**src/rtl/dac_clamp_pkg.sv**
```systemverilog
package dac_clamp_pkg;
  localparam int          ADDR_W      = 8;
  localparam int          BYTE_W      = 8;
  localparam logic [7:0]  ADDR_PAIR   = 8'h2D;
  localparam logic [7:0]  ADDR_TRIG   = 8'h2F;
  localparam int          TRIG_BIT    = 3;
  localparam logic [3:0]  MODE_DIRECT = 4'b0101;
endpackage

```
**src/rtl/dac_pair_regs.sv**
```systemverilog
module dac_pair_regs #(
  parameter int              ADDR_W    = 8,
  parameter int              BYTE_W    = 8,
  parameter int              NBYTES    = 2,
  parameter logic [ADDR_W-1:0] BASE_ADDR = '0,
  parameter logic [ADDR_W-1:0] TRIG_ADDR = '1,
  parameter int              TRIG_BIT  = 0,
  localparam int             PAIR_W    = NBYTES * BYTE_W
) (
  input  logic              clk_i,
  input  logic              rst_ni,
  input  logic [ADDR_W-1:0] addr_i,
  input  logic [BYTE_W-1:0] wdata_i,
  input  logic              we_i,
  output logic [BYTE_W-1:0] rdata_o,
  output logic [PAIR_W-1:0] pair_o,
  output logic              trig_o,
  output logic              trig_fall_o
);
  logic [BYTE_W-1:0] byte_q [NBYTES];
  logic              trig_q;

  for (genvar i = 0; i < NBYTES; i++) begin : g_byte
    always_ff @(posedge clk_i or negedge rst_ni) begin
      if (!rst_ni)                                        byte_q[i] <= '0;
      else if (we_i && addr_i == ADDR_W'(BASE_ADDR + i))  byte_q[i] <= wdata_i;
    end
    assign pair_o[i*BYTE_W +: BYTE_W] = byte_q[i];
  end

  always_ff @(posedge clk_i or negedge rst_ni) begin
    if (!rst_ni)                          trig_q <= 1'b0;
    else if (we_i && addr_i == TRIG_ADDR) trig_q <= wdata_i[TRIG_BIT];
  end

  // 1->0 on the trigger, detected on the write that clears it
  assign trig_fall_o = we_i && addr_i == TRIG_ADDR && trig_q && !wdata_i[TRIG_BIT];
  assign trig_o      = trig_q;

  always_comb begin
    rdata_o = '0;
    for (int i = 0; i < NBYTES; i++)
      if (addr_i == ADDR_W'(BASE_ADDR + i)) rdata_o = byte_q[i];
    if (addr_i == TRIG_ADDR) rdata_o[TRIG_BIT] = trig_q;
  end
endmodule

```
**src/rtl/dac_clamp_cmp.sv**
```systemverilog
module dac_clamp_cmp #(
  parameter int W = 16
) (
  input  logic [W-1:0] smp_i,
  input  logic [W-1:0] lim_i,
  output logic [W-1:0] out_o
);
  assign out_o = (smp_i > lim_i) ? lim_i : smp_i;
endmodule

```
**src/rtl/dac_clamp_ctrl.sv**
```systemverilog
module dac_clamp_ctrl
  import dac_clamp_pkg::*;
#(
  parameter int NBYTES = 2,
  localparam int DATA_W = NBYTES * BYTE_W,
  localparam logic [DATA_W-1:0] DAC_MID = DATA_W'(1) << (DATA_W - 1)
) (
  input  logic              clk_i,
  input  logic              rst_ni,
  input  logic [ADDR_W-1:0] bus_addr_i,
  input  logic [BYTE_W-1:0] bus_wdata_i,
  input  logic              bus_we_i,
  output logic [BYTE_W-1:0] bus_rdata_o,
  input  logic [3:0]        mode_i,
  input  logic              smp_valid_i,
  input  logic [DATA_W-1:0] smp_data_i,
  output logic [DATA_W-1:0] dac_code_o
);
  logic [DATA_W-1:0] pair_w, clamped_w, dac_q;
  logic              trig_w, fall_w, commit_w;

  dac_pair_regs #(
    .ADDR_W(ADDR_W), .BYTE_W(BYTE_W), .NBYTES(NBYTES),
    .BASE_ADDR(ADDR_PAIR), .TRIG_ADDR(ADDR_TRIG), .TRIG_BIT(TRIG_BIT)
  ) u_regs (
    .clk_i(clk_i), .rst_ni(rst_ni),
    .addr_i(bus_addr_i), .wdata_i(bus_wdata_i), .we_i(bus_we_i),
    .rdata_o(bus_rdata_o), .pair_o(pair_w),
    .trig_o(trig_w), .trig_fall_o(fall_w)
  );

  dac_clamp_cmp #(.W(DATA_W)) u_cmp (
    .smp_i(smp_data_i), .lim_i(pair_w), .out_o(clamped_w)
  );

  assign commit_w = fall_w && (mode_i == MODE_DIRECT);

  // direct load outranks a same-cycle sample
  always_ff @(posedge clk_i or negedge rst_ni) begin
    if (!rst_ni)          dac_q <= DAC_MID;
    else if (commit_w)    dac_q <= pair_w;
    else if (smp_valid_i) dac_q <= clamped_w;
  end

  assign dac_code_o = dac_q;
endmodule

```
**config.mk**
```make
export PLATFORM = sky130hd
export DESIGN_NAME = dac_clamp_ctrl
export DESIGN_NICKNAME = d
export VERILOG_FILES = /design/src/rtl/dac_clamp_pkg.sv /design/src/rtl/dac_pair_regs.sv /design/src/rtl/dac_clamp_cmp.sv /design/src/rtl/dac_clamp_ctrl.sv
export SDC_FILE = /design/constraint.sdc
export NUM_CORES = 1
export LEC_CHECK = 0
export BUFFER_PORTS_ARGS = -buffer_cell sky130_fd_sc_hd__buf_2
export CORE_ASPECT_RATIO = 1.4
export CORE_MARGIN = 10
export CORE_UTILIZATION = 40
export CTS_CLUSTER_DIAMETER = 120
export DETAILED_ROUTE_END_ITERATION = 12
export PLACE_DENSITY_LB_ADDON = 0.2
export SLEW_MARGIN = 40
export SYNTH_ARGS = -nofsm -noshare
export SYNTH_HDL_FRONTEND = slang
export SYNTH_SLANG_ARGS = --single-unit
```
**constraint.sdc**
```tcl
create_clock -name clk_i -period 3.1 [get_ports clk_i]
set_clock_uncertainty 0.2 [all_clocks]
set_input_delay 0.155 -clock clk_i [delete_from_list [all_inputs] [get_ports clk_i]]
set_output_delay 0.155 -clock clk_i [all_outputs]
set_load 0.005 [all_outputs]
```
Word-level counts from Yosys, hierarchy flattened
Index checks and enable logic that the tools add are counted.

Register bits: 33. Input port bits: 40. Output and inout port bits: 24. Word-level logic and storage cells: 23.

Magnitude comparators: 1. Eq/ne operators: 4. Muxes and demuxes: 6. Reduce and logical (&&, ||, !) cells: 8.

Operators with widths (count): $mux W16 (3); $eq A8 B6 Y1 const B (3); $gt A16 B16 Y1 (1); $mux W8 (2); $logic_and A1 B1 Y1 (6); $eq A4 B3 Y1 const B (1); $reduce_bool A2 Y1 (1); $logic_not A1 Y1 (1); $mux W1 (1).

Logic depth before layout (Yosys ltp)
Word-level depth: 6. Mapped depth: 10. Mapped depth without buffers: 7.

By module
Synthesis repeated with hierarchy kept, for this count alone.

Cell total of the unflattened synthesis: 276. Area total of the unflattened synthesis: 2815.2 um^2.

Modules (own cells, without submodules): dac_clamp_cmp (instances 1, cells an instance 154, area an instance 1063.5 um^2, seq. area each 0.0 um^2); dac_clamp_ctrl (instances 1, cells an instance 53, area an instance 899.6 um^2, seq. area each 401.6 um^2); dac_pair_regs (instances 1, cells an instance 69, area an instance 852.1 um^2, seq. area each 425.4 um^2).

Least setup slack after synthesis
Ideal clock, no wire load.

Path kind: reg2reg. Start point: register u_regs.byte_q (netlist bit u_regs.pair_o[15]). End point: register dac_q[0], in the netlist dac_code_o[0]. Setup time: 0.087 ns. Data arrival time: 2.003 ns. Required time: 2.813 ns. Slack: 0.811 ns. Stages on the path, launching flop included: 10. Path buffers: 2. Clock period less this slack: 2.289 ns. Cells stage by stage: dfrtp_1 > inv_1 > ha_1 > nand4_1 > or3_1 > a21o_1 > and3_1 > buf_6 > buf_6 > a211oi_2.

Word-level cells in the longest chain between the ends: 4.

Ends and longest elaborated chain: from (decl) (RTL line dac_pair_regs.sv:20) `logic [BYTE_W-1:0] byte_q [NBYTES];`; from (signal, indexed assignment) (RTL line dac_pair_regs.sv:26) `else if (we_i && addr_i == ADDR_W'(BASE_ADDR + i)) byte_q[i] <= wdata_i;`; $gt A16 B16 Y1 (RTL line dac_clamp_cmp.sv:8) `assign out_o = (smp_i > lim_i) ? lim_i : smp_i;`; $mux W16 (RTL line dac_clamp_cmp.sv:8); $mux W16 (RTL line dac_clamp_ctrl.sv:42) `else if (smp_valid_i) dac_q <= clamped_w;`; $mux W16 (RTL line dac_clamp_ctrl.sv:41) `else if (commit_w) dac_q <= pair_w;`; to (signal assigned) (RTL line dac_clamp_ctrl.sv:41); to (signal assigned) (RTL line dac_clamp_ctrl.sv:42); to (decl) (RTL line dac_clamp_ctrl.sv:19) `logic [DATA_W-1:0] pair_w, clamped_w, dac_q;`.

No other way between the ends. The select of a mux whose other input is x is not followed. A chain may end at the register's enable or synchronous reset.

Final worst setup path
Start point: input port smp_data_i[15]. End point: register dac_q[11], in the netlist dac_code_o[11].

Word-level cells in the longest chain between the ends: 4.

Ends and longest elaborated chain: from (decl) (RTL line dac_clamp_ctrl.sv:16) `input logic [DATA_W-1:0] smp_data_i,`; $gt A16 B16 Y1 (RTL line dac_clamp_cmp.sv:8); $mux W16 (RTL line dac_clamp_cmp.sv:8); $mux W16 (RTL line dac_clamp_ctrl.sv:42); $mux W16 (RTL line dac_clamp_ctrl.sv:41).

No other way between the ends. The select of a mux whose other input is x is not followed.

==> key figures <==
Outcome
  • Outcome: complete, but fails checks
  • Violated checks: negative hold slack

STA
  • Worst relative slew slack: 0.4977
  • Slew @ Worst Pin: 0.7534 ns
  • Fin crit period: 2.498 ns
  • WHS: -0.002065 ns
  • Fmax achieved: 400.3 MHz
  • Crit share post-route: 0.8059
  • Total Negative Setup Slacks: 0 ns
  • Slew Viols, Final: 0
  • Setup violators final: 0
  • Fin. Hold Viols: 1
  • Setup repair after global routing missed its margin: no

Finish
  • Layout area overhead: 25.65%
  • Layout cells sized above 1: 0.3261
  • FF+latch area: 827.0 sq um
  • Antenna diode count: 0
  • Commonest non-fill, non-tap cell in the layout: buf_2
  • Most used cells in the layout excluding fill and tap cells: buf_2, nor2_1, a31oi_1, dfrtp_1, inv_1
  • Nets: 426
  • Post-Layout Inst Area: 3187 sq um
  • Fill cells: 615
  • Area occupied by multi-input gates: 1509 sq um

Routing
  • DR pass1 iterations: 4
  • Routed Antenna Nets: 0
  • Post-route DRC: 0
  • Vias/cell: 5.451
  • 1st-iter DRT viols: 257
  • Via Count: 2415
  • Wire per inst: 17.61 microns
  • Routed WL: 7801 microns

Logic synthesis
  • Syn Area/Cell: 8.686 sq um
  • Area fraction in and, or, nand and nor cells after synthesis: 0.1949
  • Post-synthesis compound-gate area fraction: 0.2412
  • Main combinational cell family by area after synthesis: compound AO/OA/AOI/OAI gates
  • Asr flop ratio synth: 1.000
  • Syn Nets: 348
  • Count of flip-flops with a built-in enable after synthesis: 0
  • Post-Synthesis Cells: 292
  • Post-synth cell types: 37
  • Flip-flop and latch count after synthesis: 33
  • Cell Area, Synth: 2536 sq um
  • Adder-cell share of the synthesized area: 0.07893
  • Multiplexer share of the synthesized area: 0.07943
  • Seq/Total Area, Yosys: 0.3261
  • Synth Flop Type: dfrtp_1
  • XOR/XNOR Fraction of Synth Area: 0
  • Syn. warnings: 0

Critical path
  • Critical Path AT: 2.50 ns
  • Crit path launch type: input port
  • Req. time, crit path: 3.10 ns
  • Internal reg-to-reg setup slack: 0.67 ns
  • Worst-path maximum fanout: 16
  • Type of destination of the critical path: register
  • R2R cell count: 7
  • Reg2reg end: dac_code_o[11]
  • Critical path class: in -> reg
  • Reg2reg start: u_regs.pair_o[15]

Clocking
  • Resized cells post-CTS: 0
  • Sink Count: 33
  • Root Driver: clkbuf_8
  • Reg clk slew, reported paths: 0.08 ns
  • Clk Latency, worst-skew pair: 0.29 ns
  • Num CTS Buffers: 5
  • CTS HTree Levels: 2
  • TritonCTS clock tree: done
  • Clk buf depth: 2

Worst hold path
  • Hold path start: smp_data_i[0]
  • Hold depth: 3
  • HP Class: in -> reg
  • Hold path endpoint: dac_code_o[0]

Place
  • IO buf count: 63
  • RD Place Congestion: 0.9240
  • Detailed placement HPWL: 5876 microns
  • Area of placed instances: 2932 sq um

Global route
  • Total gr overflow: 0
  • Pin count of the biggest net entering global routing: 34
  • Vias in the first global route: 2561
  • Tot GR Track Use: 0.1650
  • Antenna violations before repair: 0
  • First-pass GRT wire length: 13260 microns

Floorplan
  • Starting density of the core: 0.4083
  • Core region area: 6211 sq um
  • Die Area: 9970 sq um
  • Die W: 87.30 microns
  • I/O pin total: 64
  • Die Ht: 114.2 microns
  • Rows: 34

Power and ir drop
  • Pwr dens: 356.2 nW/um^2
  • Worst vdd ir: 0.0002574 V
  • Leakage power: 0.001493 uW

Run
  • Max cap viols: 0
## repair_timing
item	4_1_cts	5_1_grt
endpoints found under the setup margin	0	0
hold buffers	14	1
buffers inserted	0	0
endpoints found under the hold margin	54	1
## registers in the layout, indices dropped and copies added (netlist names)
register       flops
u_regs.trig_o      1
u_regs.pair_o     16
dac_code_o        16
## power by group
group	switching, uW	internal, uW
combinational	147	130
sequential	21.4	467
clock	170	201
## routing by layer
metal | part of all wire | vias to the layer above | routed length, microns | global-route usage
met5 | 0 | - | 0 | 0
met4 | 0.013 | 0 | 102 | 0.04478
met3 | 0.054 | 8 | 425 | 0.03775
met2 | 0.53 | 64 | 4126 | 0.2879
met1 | 0.40 | 1133 | 3147 | 0.1945
li1 | - | 1210 | - | -
## logic make-up after synthesis
logic type | count (synthesis)
fa+ha+maj | 16
mux | 18
simple gates | 92
buf+inv | 48
compound gates | 85
flops | 33
## critical path: stages
cell,delay (ns)
dlygate4sd3_1,0.53
buf_2,0.14
ha_1,0.32
nand4_1,0.23
or3_1,0.36
a21o_1,0.17
and3_2,0.33
a211oi_1,0.26
## worst max-delay path by stage
stage | cells past startpoint | start | endpoint | slack (ns)
after global placement | 7 | u_regs.pair_o[14] | dac_code_o[14] | 0.51
after CTS | 8 | smp_data_i[14] | dac_code_o[3] | 0.39
after floorplan | 9 | u_regs.pair_o[15] | dac_code_o[0] | 0.81
after detailed placement | 7 | u_regs.pair_o[14] | dac_code_o[3] | 0.45
final | 8 | smp_data_i[15] | dac_code_o[11] | 0.60
after global routing | 8 | smp_data_i[11] | dac_code_o[14] | 0.43
## final cells by class
class,count,share of cell area
Timing Repair Buffer,88,0.1704
Tap cell,72,0.02827
Clock inverter,1,0.001570
Multi-Input combinational cell,211,0.4735
Inverter,31,0.03651
Clock buffer,7,0.03023
Sequential cell,33,0.2595
## synth_stat cells (all sizes together), types with 2 or more instances
library cell  instances  area share
a211oi               16       0.067
nor3                 15       0.030
nand4                 5       0.017
a21oi                22       0.043
a31oi                32       0.079
or2                   2      0.0049
ha                   16       0.079
o21ai                 4      0.0094
clkbuf               10       0.015
dfrtp                32        0.32
nor2                 34       0.050
nand2                 8       0.012
nand2b               16       0.039
nor3b                 2      0.0099
inv                  31       0.046
mux2                 17       0.075
buf                   7       0.019
a22o                  7       0.024
nand3                 2      0.0039
## per-stage QoR
stage               power (uW)  utilization  setup WS, ns  cells  hold slack [ns]
floorplan                653.5            -        0.8106    292          -0.3406
global placement         754.1       0.4720        0.5120    420          0.06712
detailed placement       761.0       0.4720        0.4488    420          0.07819
CTS                       1141       0.5109        0.3893    442         0.002649
global route              1207       0.5131        0.4291    443         0.006948
finish                    1135       0.5131        0.6017    443        -0.002065
Power figures use the tool's default switching activity.
